File: src/rtl/txd_pkg.sv
package txd_pkg;

    // Descriptor word 1 field positions (decoded by software as well)
    localparam int DESC_OWN_BIT  = 31;
    localparam int DESC_WRAP_BIT = 30;
    localparam int DESC_LAST_BIT = 15;
    localparam int DESC_LEN_W    = 11;
    localparam int DESC_W        = 32;

    typedef enum logic [2:0] {
        WLK_IDLE,
        WLK_RD_ADDR,
        WLK_RD_CTRL,
        WLK_DECIDE,
        WLK_OFFER,
        WLK_RETIRE,
        WLK_FINISH,
        WLK_HALT
    } walk_state_e;

endpackage

File: src/rtl/txd_ring_ptr.sv
module txd_ring_ptr #(
    parameter  int RING_MAX = 1024,
    localparam int IDX_W    = (RING_MAX > 1) ? $clog2(RING_MAX) : 1
) (
    input  logic             clk,
    input  logic             rst_n,
    input  logic             clr,
    input  logic             adv,
    input  logic             wrap,
    input  logic             mark,
    output logic [IDX_W-1:0] idx,
    output logic [IDX_W-1:0] first_idx
);

    localparam logic [IDX_W-1:0] LAST_IDX = IDX_W'(RING_MAX - 1);

    logic at_end;
    assign at_end = (idx == LAST_IDX);

    always_ff @(posedge clk or negedge rst_n) begin
        if (!rst_n) begin
            idx       <= '0;
            first_idx <= '0;
        end else begin
            if (clr) begin
                idx <= '0;
            end else if (adv) begin
                idx <= (wrap || at_end) ? '0 : idx + IDX_W'(1);
            end
            if (mark) begin
                first_idx <= idx;
            end
        end
    end

endmodule

File: src/rtl/txd_buf_counter.sv
module txd_buf_counter #(
    parameter  int MAX_BUFS = 128,
    localparam int CNT_W    = $clog2(MAX_BUFS + 1)
) (
    input  logic clk,
    input  logic rst_n,
    input  logic clr,
    input  logic inc,
    output logic is_first,
    output logic cap_hit
);

    logic [CNT_W-1:0] cnt;

    always_ff @(posedge clk or negedge rst_n) begin
        if (!rst_n) begin
            cnt <= '0;
        end else if (clr) begin
            cnt <= '0;
        end else if (inc) begin
            cnt <= cnt + CNT_W'(1);
        end
    end

    assign is_first = (cnt == '0);
    assign cap_hit  = (cnt == CNT_W'(MAX_BUFS));

    // the state machine never counts a buffer beyond the cap
    assert_cap_respected_R7: assert property (@(posedge clk) disable iff (!rst_n)
        inc |-> (cnt < CNT_W'(MAX_BUFS)));

endmodule

File: src/rtl/txd_walk_fsm.sv
module txd_walk_fsm
    import txd_pkg::*;
(
    input  logic clk,
    input  logic rst_n,
    input  logic tx_en,
    input  logic mem_ack,
    input  logic buf_ready,
    input  logic desc_own,
    input  logic desc_last,
    input  logic cap_hit,
    output logic mem_req,
    output logic mem_we,
    output logic sel_ctrl,
    output logic sel_wb,
    output logic cap_w0,
    output logic cap_w1,
    output logic offer,
    output logic ptr_clr,
    output logic ptr_adv,
    output logic cnt_inc,
    output logic cnt_clr,
    output logic base_ld_ok,
    output logic used_pulse,
    output logic err_pulse,
    output logic done_pulse
);

    walk_state_e st_q, st_d;

    always_ff @(posedge clk or negedge rst_n) begin
        if (!rst_n) begin
            st_q <= WLK_IDLE;
        end else begin
            st_q <= st_d;
        end
    end

    always_comb begin
        st_d = st_q;
        unique case (st_q)
            WLK_IDLE:    if (tx_en) st_d = WLK_RD_ADDR;
            WLK_RD_ADDR: if (mem_ack) st_d = WLK_RD_CTRL;
            WLK_RD_CTRL: if (mem_ack) st_d = WLK_DECIDE;
            WLK_DECIDE:  st_d = (desc_own || cap_hit) ? WLK_HALT : WLK_OFFER;
            WLK_OFFER:   if (buf_ready) st_d = desc_last ? WLK_RETIRE : WLK_RD_ADDR;
            WLK_RETIRE:  if (mem_ack) st_d = WLK_FINISH;
            WLK_FINISH:  st_d = tx_en ? WLK_RD_ADDR : WLK_IDLE;
            WLK_HALT:    if (!tx_en) st_d = WLK_IDLE;
            default:     st_d = WLK_IDLE;
        endcase
    end

    always_comb begin
        mem_req    = 1'b0;
        mem_we     = 1'b0;
        sel_ctrl   = 1'b0;
        sel_wb     = 1'b0;
        cap_w0     = 1'b0;
        cap_w1     = 1'b0;
        offer      = 1'b0;
        ptr_clr    = 1'b0;
        ptr_adv    = 1'b0;
        cnt_inc    = 1'b0;
        cnt_clr    = 1'b0;
        base_ld_ok = 1'b0;
        used_pulse = 1'b0;
        err_pulse  = 1'b0;
        done_pulse = 1'b0;
        unique case (st_q)
            WLK_IDLE: begin
                base_ld_ok = 1'b1;
                cnt_clr    = 1'b1;
                ptr_clr    = !tx_en;
            end
            WLK_RD_ADDR: begin
                mem_req = 1'b1;
                cap_w0  = mem_ack;
            end
            WLK_RD_CTRL: begin
                mem_req  = 1'b1;
                sel_ctrl = 1'b1;
                cap_w1   = mem_ack;
            end
            WLK_DECIDE: begin
                used_pulse = desc_own;
                err_pulse  = !desc_own && cap_hit;
                cnt_inc    = !desc_own && !cap_hit;
            end
            WLK_OFFER: begin
                offer   = 1'b1;
                ptr_adv = buf_ready;
            end
            WLK_RETIRE: begin
                mem_req = 1'b1;
                mem_we  = 1'b1;
                sel_wb  = 1'b1;
            end
            WLK_FINISH: begin
                done_pulse = 1'b1;
                cnt_clr    = 1'b1;
            end
            WLK_HALT: begin
                cnt_clr = 1'b1;
                ptr_clr = !tx_en;
            end
            default: begin
                cnt_clr = 1'b1;
            end
        endcase
    end

    // an idle walker with transmit disabled issues no memory access next cycle
    assert_idle_quiet_R8: assert property (@(posedge clk) disable iff (!rst_n)
        (base_ld_ok && !tx_en) |=> !mem_req);

endmodule

File: src/rtl/tx_desc_ring_walker.sv
module tx_desc_ring_walker
    import txd_pkg::*;
#(
    parameter int AW       = 32,
    parameter int RING_MAX = 1024,
    parameter int MAX_BUFS = 128
) (
    input  logic                  clk,
    input  logic                  rst_n,
    input  logic                  tx_en,
    input  logic                  qptr_wr,
    input  logic [AW-1:0]         qptr_data,
    output logic                  mem_req,
    output logic                  mem_we,
    output logic [AW-1:0]         mem_addr,
    output logic [DESC_W-1:0]     mem_wdata,
    input  logic                  mem_ack,
    input  logic [DESC_W-1:0]     mem_rdata,
    output logic                  buf_valid,
    output logic [DESC_W-1:0]     buf_addr,
    output logic [DESC_LEN_W-1:0] buf_len,
    output logic                  buf_last,
    input  logic                  buf_ready,
    output logic                  stat_used_read,
    output logic                  stat_frame_err,
    output logic                  stat_frame_done
);

    localparam int IDX_W = (RING_MAX > 1) ? $clog2(RING_MAX) : 1;
    localparam logic [AW-1:0] BASE_MASK = ~AW'(7);
    localparam logic [DESC_W-1:0] OWN_SET = DESC_W'(1) << DESC_OWN_BIT;

    logic [DESC_W-1:0] w0_q, w1_q, first_ctrl_q;
    logic [AW-1:0]     base_q;
    logic [IDX_W-1:0]  idx, first_idx;

    logic sel_ctrl, sel_wb, cap_w0, cap_w1, offer;
    logic ptr_clr, ptr_adv, cnt_inc, cnt_clr, base_ld_ok;
    logic is_first, cap_hit, frame_mark;

    assign frame_mark = cnt_inc && is_first;

    txd_walk_fsm u_fsm (
        .clk        (clk),
        .rst_n      (rst_n),
        .tx_en      (tx_en),
        .mem_ack    (mem_ack),
        .buf_ready  (buf_ready),
        .desc_own   (w1_q[DESC_OWN_BIT]),
        .desc_last  (w1_q[DESC_LAST_BIT]),
        .cap_hit    (cap_hit),
        .mem_req    (mem_req),
        .mem_we     (mem_we),
        .sel_ctrl   (sel_ctrl),
        .sel_wb     (sel_wb),
        .cap_w0     (cap_w0),
        .cap_w1     (cap_w1),
        .offer      (offer),
        .ptr_clr    (ptr_clr),
        .ptr_adv    (ptr_adv),
        .cnt_inc    (cnt_inc),
        .cnt_clr    (cnt_clr),
        .base_ld_ok (base_ld_ok),
        .used_pulse (stat_used_read),
        .err_pulse  (stat_frame_err),
        .done_pulse (stat_frame_done)
    );

    txd_ring_ptr #(.RING_MAX(RING_MAX)) u_ptr (
        .clk       (clk),
        .rst_n     (rst_n),
        .clr       (ptr_clr),
        .adv       (ptr_adv),
        .wrap      (w1_q[DESC_WRAP_BIT]),
        .mark      (frame_mark),
        .idx       (idx),
        .first_idx (first_idx)
    );

    txd_buf_counter #(.MAX_BUFS(MAX_BUFS)) u_cnt (
        .clk      (clk),
        .rst_n    (rst_n),
        .clr      (cnt_clr),
        .inc      (cnt_inc),
        .is_first (is_first),
        .cap_hit  (cap_hit)
    );

    always_ff @(posedge clk or negedge rst_n) begin
        if (!rst_n) begin
            w0_q         <= '0;
            w1_q         <= '0;
            first_ctrl_q <= '0;
            base_q       <= '0;
        end else begin
            if (cap_w0)     w0_q         <= mem_rdata;
            if (cap_w1)     w1_q         <= mem_rdata;
            if (frame_mark) first_ctrl_q <= w1_q;
            if (qptr_wr && base_ld_ok && !tx_en) begin
                base_q <= qptr_data & BASE_MASK;
            end
        end
    end

    always_comb begin
        if (sel_wb) begin
            mem_addr = base_q + AW'({first_idx, 3'b100});
        end else begin
            mem_addr = base_q + AW'({idx, sel_ctrl, 2'b00});
        end
    end

    assign mem_wdata = first_ctrl_q | OWN_SET;
    assign buf_valid = offer;
    assign buf_addr  = w0_q;
    assign buf_len   = w1_q[DESC_LEN_W-1:0];
    assign buf_last  = w1_q[DESC_LAST_BIT];

    // a stalled memory request keeps its address and direction
    assert_req_hold_R1: assert property (@(posedge clk) disable iff (!rst_n)
        (mem_req && !mem_ack) |=> (mem_req && $stable(mem_addr) && $stable(mem_we)));

    // a stalled buffer request keeps its fields
    assert_offer_hold_R5: assert property (@(posedge clk) disable iff (!rst_n)
        (buf_valid && !buf_ready) |=> (buf_valid && $stable(buf_addr)
                                       && $stable(buf_len) && $stable(buf_last)));

    // every write hands a word 1 back to software
    assert_wb_owned_R6: assert property (@(posedge clk) disable iff (!rst_n)
        (mem_req && mem_we) |-> (mem_wdata[DESC_OWN_BIT] && (mem_addr[2:0] == 3'b100)));

    // after a used-descriptor stop the walker goes quiet
    assert_stop_quiet_R2: assert property (@(posedge clk) disable iff (!rst_n)
        stat_used_read |=> (!mem_req && !buf_valid));

    // status pulses never coincide
    assert_pulse_excl_R7: assert property (@(posedge clk) disable iff (!rst_n)
        $onehot0({stat_used_read, stat_frame_err, stat_frame_done}));

endmodule

File: config.mk
export PLATFORM = sky130hd
export DESIGN_NAME = tx_desc_ring_walker
export DESIGN_NICKNAME = d
export VERILOG_FILES = /design/src/rtl/txd_pkg.sv /design/src/rtl/txd_ring_ptr.sv /design/src/rtl/txd_buf_counter.sv /design/src/rtl/txd_walk_fsm.sv /design/src/rtl/tx_desc_ring_walker.sv
export SDC_FILE = /design/constraint.sdc
export NUM_CORES = 1
export LEC_CHECK = 0
export BUFFER_PORTS_ARGS = -buffer_cell sky130_fd_sc_hd__buf_2
export CELL_PAD_IN_SITES_DETAIL_PLACEMENT = 1
export CELL_PAD_IN_SITES_GLOBAL_PLACEMENT = 1
export CORE_MARGIN = 3
export CORE_UTILIZATION = 45
export DETAILED_ROUTE_END_ITERATION = 16
export PLACE_DENSITY = 0.81
export SYNTH_ARGS = -nofsm -noshare
export SYNTH_HDL_FRONTEND = slang
export SYNTH_SLANG_ARGS = --single-unit
File: constraint.sdc
create_clock -name clk -period 6.05 [get_ports clk]
set_input_delay 0.605 -clock clk [delete_from_list [all_inputs] [get_ports clk]]
set_output_delay 0.605 -clock clk [all_outputs]
set_load 0.005 [all_outputs]
* Word-level counts from Yosys, hierarchy flattened
Index checks and enable logic that the tools add are counted.
Cells by class: add/subtract/negate cells 4, equality and inequality tests 15, muxes and demuxes 30, reductions and logical operators 18
Operator list (number):
- $add 32x13->32 | 2
- $mux 32 | 1
- $mux 10 | 3
- $pmux 3 s8 | 1
- $mux 3 | 7
- $mux 8 | 2
- $mux 1 | 15
- $eq 3x3->1 const B | 4
- $ne 2x2->1 const B | 6
- $add 10x1->10 const B | 1
- $eq 10x10->1 const B | 1
- $add 8x1->8 const B | 1
- $eq 8x8->1 const B | 1
- $logic_not 8->1 | 1
- $eq 3x2->1 const B | 2
- $reduce_and 6->1 | 1
- $reduce_or 3->1 | 2
- $logic_and 1x1->1 | 5
- $reduce_bool 2->1 | 2
- $eq 3x1->1 const B | 1
- $logic_not 1->1 | 3
- $logic_not 3->1 | 1
- $logic_or 1x1->1 | 2
- $mux 2 | 1
- $reduce_or 2->1 | 1
Word-level totals: bits in registers 155, input bits 70, output and inout bits 114, word-level logic and storage cells 75

* Longest topological paths before layout
Gate-level depths: netlist of run 1.
depth in word-level cells 6, gate-level depth with buffers 14, gate-level depth less buffers 13

* Cells and area by module
Synthesis of run 1 repeated with hierarchy kept, for this count alone.
Second synthesis, totals: cells, all modules 596, area, all modules 7445.9 µm²
Modules (own cells, without submodules):
- tx_desc_ring_walker | times used 1, cells each 426, area each 5761.8 µm², sequential area each 3103.0 µm²
- txd_ring_ptr | times used 1, cells each 79, area each 935.9 µm², sequential area each 500.5 µm²
- txd_buf_counter | times used 1, cells each 45, area each 424.2 µm², sequential area each 200.2 µm²
- txd_walk_fsm | times used 1, cells each 46, area each 324.1 µm², sequential area each 75.1 µm²

* Worst setup path after synthesis of run 1
Ideal clock, no wire load.
path type reg-to-output, start point register u_fsm.st_q[1], end point output port mem_addr[23], arrival 3.119 ns, data required time 5.445 ns, slack 2.326 ns, stages on the path, launching flop included 15, buffers on the path 2, cell sequence dfrtp_1 -> clkbuf_1 -> inv_1 -> nand3_1 -> clkbuf_1 -> nand2_1 -> nand2_1 -> ha_1 -> inv_1 -> fa_1 -> nor2b_1 -> o2111ai_1 -> a2111oi_2 -> o2111ai_1 -> xnor2_1
Between the ends: word-level cells in the longest chain between the ends 4
Ends and longest elaborated chain:
- start: declaration | RTL line txd_walk_fsm.sv:29 | walk_state_e st_q, st_d;
- start signal: assignment | RTL line txd_walk_fsm.sv:35 | st_q <= st_d;
- $eq 3x2->1 | RTL line txd_walk_fsm.sv:70 | unique case (st_q)
- $mux 1 | RTL line txd_walk_fsm.sv:70
- $add 32x13->32 | RTL line tx_desc_ring_walker.sv:109 | mem_addr = base_q + AW'({idx, sel_ctrl, 2'b00});
- $mux 32 (*) | RTL line tx_desc_ring_walker.sv:106 | if (sel_wb) begin
- end: declaration | RTL line tx_desc_ring_walker.sv:15 | output logic [AW-1:0] mem_addr,
Every way passes the cells marked *; elsewhere a longest branch is shown, timed or not.

* Worst setup path in the final report of run 1
start point register u_fsm.st_q[0], end point output port mem_addr[31]
Same word-level chain as after synthesis.

==> results of run 1 <==
how the worst min path moves through the flow:
stage	from	to	slack (ns)	depth (start not counted)
after global routing	rst_n	buf_addr[18]	0.32	1
after CTS	rst_n	buf_addr[18]	0.29	1
after detailed placement	first_ctrl_q[7]	first_ctrl_q[7]	0.47	1
after floorplan	rst_n	base_q[10]	0.31	0
final	rst_n	buf_addr[18]	0.27	1
after global placement	first_ctrl_q[7]	first_ctrl_q[7]	0.47	1
power breakdown:
group          switching [mW]  internal [mW]
clock network           0.468          0.626
registers               0.348           1.51
logic                   0.768          0.901
cell type report:
| class | instances | area, um2 | share of cell area [%] |
|---|---|---|---|
| well taps | 216 | 270 | 3.03 |
| clock buffers | 17 | 425 | 4.77 |
| diodes | 1 | 2.50 | 0.0280 |
| flip-flops and latches | 155 | 3880 | 43.5 |
| inverters | 16 | 60.1 | 0.673 |
| repair buffers | 182 | 930 | 10.4 |
| multi-input cells | 393 | 3180 | 35.6 |
| clock inverters | 14 | 179 | 2.00 |
critical path: stages, from the launching register on:
cell,delay [ns]
dfrtp_1,0.69
nand3_1,0.51
clkinv_1,0.36
nand2_1,0.09
nand2_1,0.08
ha_1,0.17
inv_1,0.06
fa_1,0.41
nor2b_1,0.21
o2111ai_1,0.26
a2111oi_2,0.75
o21ai_0,0.30
xnor2_1,0.19
buf_2,0.13
state kept, by name, summed over array words and instances, names as in the netlist:
signal	flops
u_ptr.first_idx	10
buf_addr	32
u_fsm.st_q	3
base_q	29
first_ctrl_q	31
u_ptr.idx	10
w1_q	32
u_cnt.cnt	8
layer usage:
layer,vias to the layer above,global-route usage [%]
met1,2603,25.1
met5,-,0
met4,2,5.71
met3,26,9.06
li1,2434,-
met2,165,36.4
Yosys cell counts, drive strengths merged (2+ instances only):
cell type  number  area, um2
o2bb2ai         2       17.5
nand4           7       43.8
a2111oi         2       23.8
a211oi          6       45.0
dfrtp         155       3880
mux2          136       1530
nor3            5       25.0
conb            2       7.51
or4             3       26.3
nand2b          5       31.3
clkbuf          8       30.0
o211ai          3       22.5
or3             2       12.5
nor2           24       90.1
a21o            2       15.0
xnor2          20        175
and2            4       27.5
o2111ai         2       17.5
a21boi          2       15.0
nor3b           4       30.0
nand2          51        191
inv            15       56.3
a21oi          19       95.1
and3           10       62.6
ha             13        163
xor2           15        131
nor2b           3       18.8
o21ai          22        110
nand3          10       50.1
buf            30        200
o31ai           2       15.0
cells by family after synthesis:
| family | after synthesis | synth area share, % |
|---|---|---|
| compound gates | 72 | 6.49 |
| xor+xnor | 35 | 4.18 |
| fa+ha+maj | 14 | 2.49 |
| buf+inv | 54 | 3.96 |
| flops | 155 | 52.9 |
| mux | 137 | 21.0 |
| other cells | 2 | 0.102 |
| simple gates | 132 | 8.81 |
==> flow_summary.json, run 1 <==
{
  "status": "complete, no violations",
  "port_buffers": 177,
  "cts-resized-gates": 0,
  "die_area_mm2": 0.0179,
  "p_per_area_mw_per_mm2": 517,
  "final_common_cell": "buf_2",
  "root_buffer": "clkbuf_16",
  "drv_slew": 0,
  "vias": 5230,
  "ys_async_sr_fraction_pct": 100,
  "fp.dieH_um": 134,
  "cts_buffers": 17,
  "first_pass_iters": 4,
  "finalSetupViolations": 0,
  "ioPinCount": 184,
  "syn_area_mm2": 0.00733,
  "synth_seq_cells": 155,
  "cts.sinks": 155,
  "antenna_found_initial": 1,
  "grt_pass1_wl_mm": 30.4,
  "cts_tree": "built",
  "syn_inst": 601,
  "syn_avg_cell_area_um2": 12.2,
  "met3_length_mm": 1.64,
  "fillers": 1684,
  "critPathKind": "flop to output pin",
  "vias_per_cell": 5.26,
  "grt_pass1_vias": 5730,
  "r2r-start": "u_fsm.st_q[1]",
  "grt_util_all_layers_pct": 21.4,
  "postCtsHoldBufs": 0,
  "cp-endpoint": "mem_addr[31]",
  "clock_latency_ns": 0.43,
  "ant_nets": 0,
  "tightest_slew_ns": 0.848,
  "fin_area_mm2": 0.00893,
  "place_ws_ns": 1.23,
  "rows": 46,
  "synth_ff_type": "dfrtp_1",
  "post_cts_buffers": 0,
  "synthToLayoutAreaGrowth_pct": 21.8,
  "setup_tns_ns": 0,
  "synth_edf_count": 0,
  "layout_common_cells": "176 x buf_2, 155 x dfrtp_1, 133 x mux2_2, 51 x nand2_1, 23 x nor2_1",
  "place_inst": 962,
  "slew_headroom_pct": 43.5,
  "synth.distinct_cells": 56,
  "final_cells": 994,
  "hold_slack_ns": 0.267,
  "final_core_util_pct": 56.2,
  "fin_skew_ns": 0.0108,
  "ys_seq_area_share_pct": 52.9,
  "wl_met1_mm": 7.31,
  "crit_fanout": 20,
  "wl_per_cell_um": 18.6,
  "reg2reg_slack_ns": 3.30,
  "r2r_cells": 6,
  "route.met2.wl_mm": 9.27,
  "critical_path_arrival_ns": 4.65,
  "p_leak_nw": 4.26,
  "rsz0062_at_grt": "false",
  "finalWeightedCongestion": 0.843,
  "drt_iter0_drc": 211,
  "nets": 849,
  "drive_gt1_share_pct": 45.7,
  "fin_ws_ns": 0.793,
  "topRoutingLayerUsed": "met5",
  "drc": 0,
  "overflow": 0,
  "drt-total-wl_mm": 18.5,
  "grt_max_degree": 95,
  "critPathRequiredTime_ns": 5.44,
  "endpoint_kind": "output pin",
  "path_clk_slew_ns": 0.07,
  "period_share_pct": 86.9,
  "ys_warn_count": 0,
  "critPathLaunchType": "flop",
  "placed_cell_area_mm2": 0.00832,
  "ir_drop_v": 0.000270,
  "core_area_mm2": 0.0159,
  "initial_utilization_pct": 46.1,
  "cap_violations": 0,
  "cts-htree-levels": 4,
  "post-route-min-period_ns": 5.26,
  "r2r-end": "first_ctrl_q[4]",
  "hp-class": "primary input to asynchronous set/reset pin",
  "die_w_um": 134,
  "max_clock_freq_mhz": 190,
  "place_hpwl_mm": 13.4,
  "hold_viol": 0,
  "startpoint": "u_fsm.st_q[0]",
  "cts_buffer_depth": 2,
  "power_mw": 4.62
}
No activity file was read; power rests on OpenSTA's default activity.
==> run 2, diff against run 1 <==
==> constraint.sdc (replaced) <==
create_clock -name clk -period 6.05 [get_ports clk]
set_input_delay 0.9075 -clock clk [delete_from_list [all_inputs] [get_ports clk]]
set_output_delay 0.9075 -clock clk [all_outputs]
set_load 0.005 [all_outputs]
==> run 2 against run 1 <==
Effect of this change: sequential cell count unchanged; cell count unchanged; total power about the same; die area unchanged; clock power about the same; sequential power about the same.
==> flow_summary.json, run 2 (synthesized netlist as in run 1, its figures left out) <==
{
  "status": "complete, no violations",
  "synthToLayoutAreaGrowth_pct": 21.5,
  "max_clock_freq_mhz": 180,
  "hp-class": "flop to flop",
  "max_stage_delay_ns": 0.79,
  "route.met2.wl_mm": 9.61,
  "initial_utilization_pct": 46.1,
  "drc": 0,
  "r2r-start": "u_fsm.st_q[1]",
  "cts_buffer_depth": 2,
  "fin_skew_ns": 0.0119,
  "antenna_found_initial": 2,
  "ant_nets": 0,
  "cpMostUsedCell": "nand2_1",
  "topRoutingLayerUsed": "met5",
  "post_cts_buffers": 0,
  "root_buffer": "clkbuf_16",
  "seq_area_mm2": 0.00388,
  "vias_per_cell": 5.29,
  "wl_met1_mm": 7.52,
  "min_path_cells": 1,
  "nets": 849,
  "fillers": 1661,
  "setup_tns_ns": 0,
  "rows": 46,
  "grt_util_all_layers_pct": 22.2,
  "post-route-min-period_ns": 5.55,
  "cts-htree-levels": 4,
  "multi_input_area_mm2": 0.00318,
  "finalSetupViolations": 0,
  "cts.sinks": 155,
  "postCtsHoldBufs": 0,
  "antenna_cells": 0,
  "first_pass_iters": 4,
  "final_core_util_pct": 56.0,
  "ioPinCount": 184,
  "drt-total-wl_mm": 19.1,
  "min_from": "first_ctrl_q[6]",
  "crit_buf_inv": 3,
  "reg2reg_slack_ns": 3.34,
  "endpoint_kind": "output pin",
  "cts-resized-gates": 0,
  "clock_latency_ns": 0.43,
  "p_per_area_mw_per_mm2": 519,
  "r2r-end": "first_ctrl_q[4]",
  "rsz0062_at_grt": "false",
  "core_area_mm2": 0.0159,
  "port_buffers": 177,
  "grt_pass1_wl_mm": 31.4,
  "finalWeightedCongestion": 0.843,
  "critPathTopFamily": "compound AO/OA/AOI/OAI gates",
  "crit_fanout": 20,
  "slowest_stage": "a2111oi_2",
  "path_clk_slew_ns": 0.07,
  "place_hpwl_mm": 13.6,
  "grt_max_degree": 95,
  "critical_path_arrival_ns": 4.64,
  "die_w_um": 134,
  "hold_viol": 0,
  "cts_tree": "built",
  "overflow": 0,
  "period_share_pct": 91.7,
  "ir_drop_v": 0.000295,
  "critPathLaunchType": "flop",
  "grt_pass1_vias": 5900,
  "layout_common_cells": "176 x buf_2, 155 x dfrtp_1, 133 x mux2_2, 51 x nand2_1, 23 x nor2_1",
  "critPathRequiredTime_ns": 5.14,
  "fp.dieH_um": 134,
  "wl_per_cell_um": 19.2,
  "tightest_slew_ns": 0.863,
  "cap_violations": 0,
  "cts_buffers": 17,
  "final_common_cell": "buf_2",
  "critical_path.cell_chain": "nand3_1, clkinv_1, nand2_1, nand2_1, ha_1, inv_1, fa_1, nor2b_1, o2111ai_1, a2111oi_2, o21ai_0, xnor2_1, buf_2",
  "p_leak_nw": 4.24,
  "vias": 5255,
  "met3_length_mm": 1.71,
  "hold_path_end": "first_ctrl_q[6]",
  "drive_gt1_share_pct": 45.8,
  "die_area_mm2": 0.0179,
  "r2r_cells": 6,
  "drv_slew": 0,
  "drt_iter0_drc": 167,
  "slew_headroom_pct": 42.5,
  "critPathKind": "flop to output pin"
}
run 2: worst register-to-register path: stages (launching register included):
cell	delay [ns]
dfrtp_1	0.63
nand2b_1	0.33
nor2_1	0.27
nand2_1	0.13
nor2_4	0.38
buf_4	0.46
mux2_2	0.41
run 2: stage by stage:
| stage | instances | area (um2) | hold slack (ns) | power [mW] | setup slack [ns] |
|---|---|---|---|---|---|
| 2_1_floorplan | 602 | 7330 | 0.475 | 2.86 | 2.02 |
| 4_1_cts | 994 | 8900 | 0.504 | 4.68 | 0.452 |
| 6_report | 994 | 8900 | 0.498 | 4.62 | 0.505 |
| 5_1_grt | 994 | 8900 | 0.521 | 4.95 | 0.0238 |
| 3_5_place_dp | 962 | 8320 | 0.487 | 3.56 | 0.953 |
| 3_3_place_gp | 962 | 8320 | 0.466 | 3.41 | 1.18 |
run 2: routing by layer:
layer	up-vias	track usage, %
met5	-	0
met4	4	4.57
met3	20	10.3
met2	171	37.9
met1	2633	25.9
li1	2427	-
run 2: how the worst max path moves through the flow:
stage	endpoint	start	slack, ns	depth (start not counted)
2_1_floorplan	mem_addr[23]	u_fsm.st_q[1]	2.02	14
3_3_place_gp	mem_addr[31]	u_fsm.st_q[0]	1.18	13
3_5_place_dp	mem_addr[23]	u_fsm.st_q[0]	0.95	13
4_1_cts	mem_addr[23]	u_fsm.st_q[0]	0.45	13
5_1_grt	mem_addr[31]	u_fsm.st_q[0]	0.02	13
6_report	mem_addr[31]	u_fsm.st_q[0]	0.50	13
run 2: final cells by class:
class                      instances  area share, %
tap                              216           3.04
clock buffer                      18           4.93
inverter                          16          0.675
timing repair buffer             182           10.4
multi-input combinational        393           35.7
sequential                       155           43.6
clock inverter                    14           1.63
run 2: power by group:
group          switching [mW]  leakage (nW)  internal (mW)
combinational           0.779          2.05          0.901
clock                   0.478         0.285          0.594
sequential              0.360          1.91           1.51
total                    1.62          4.24           3.00
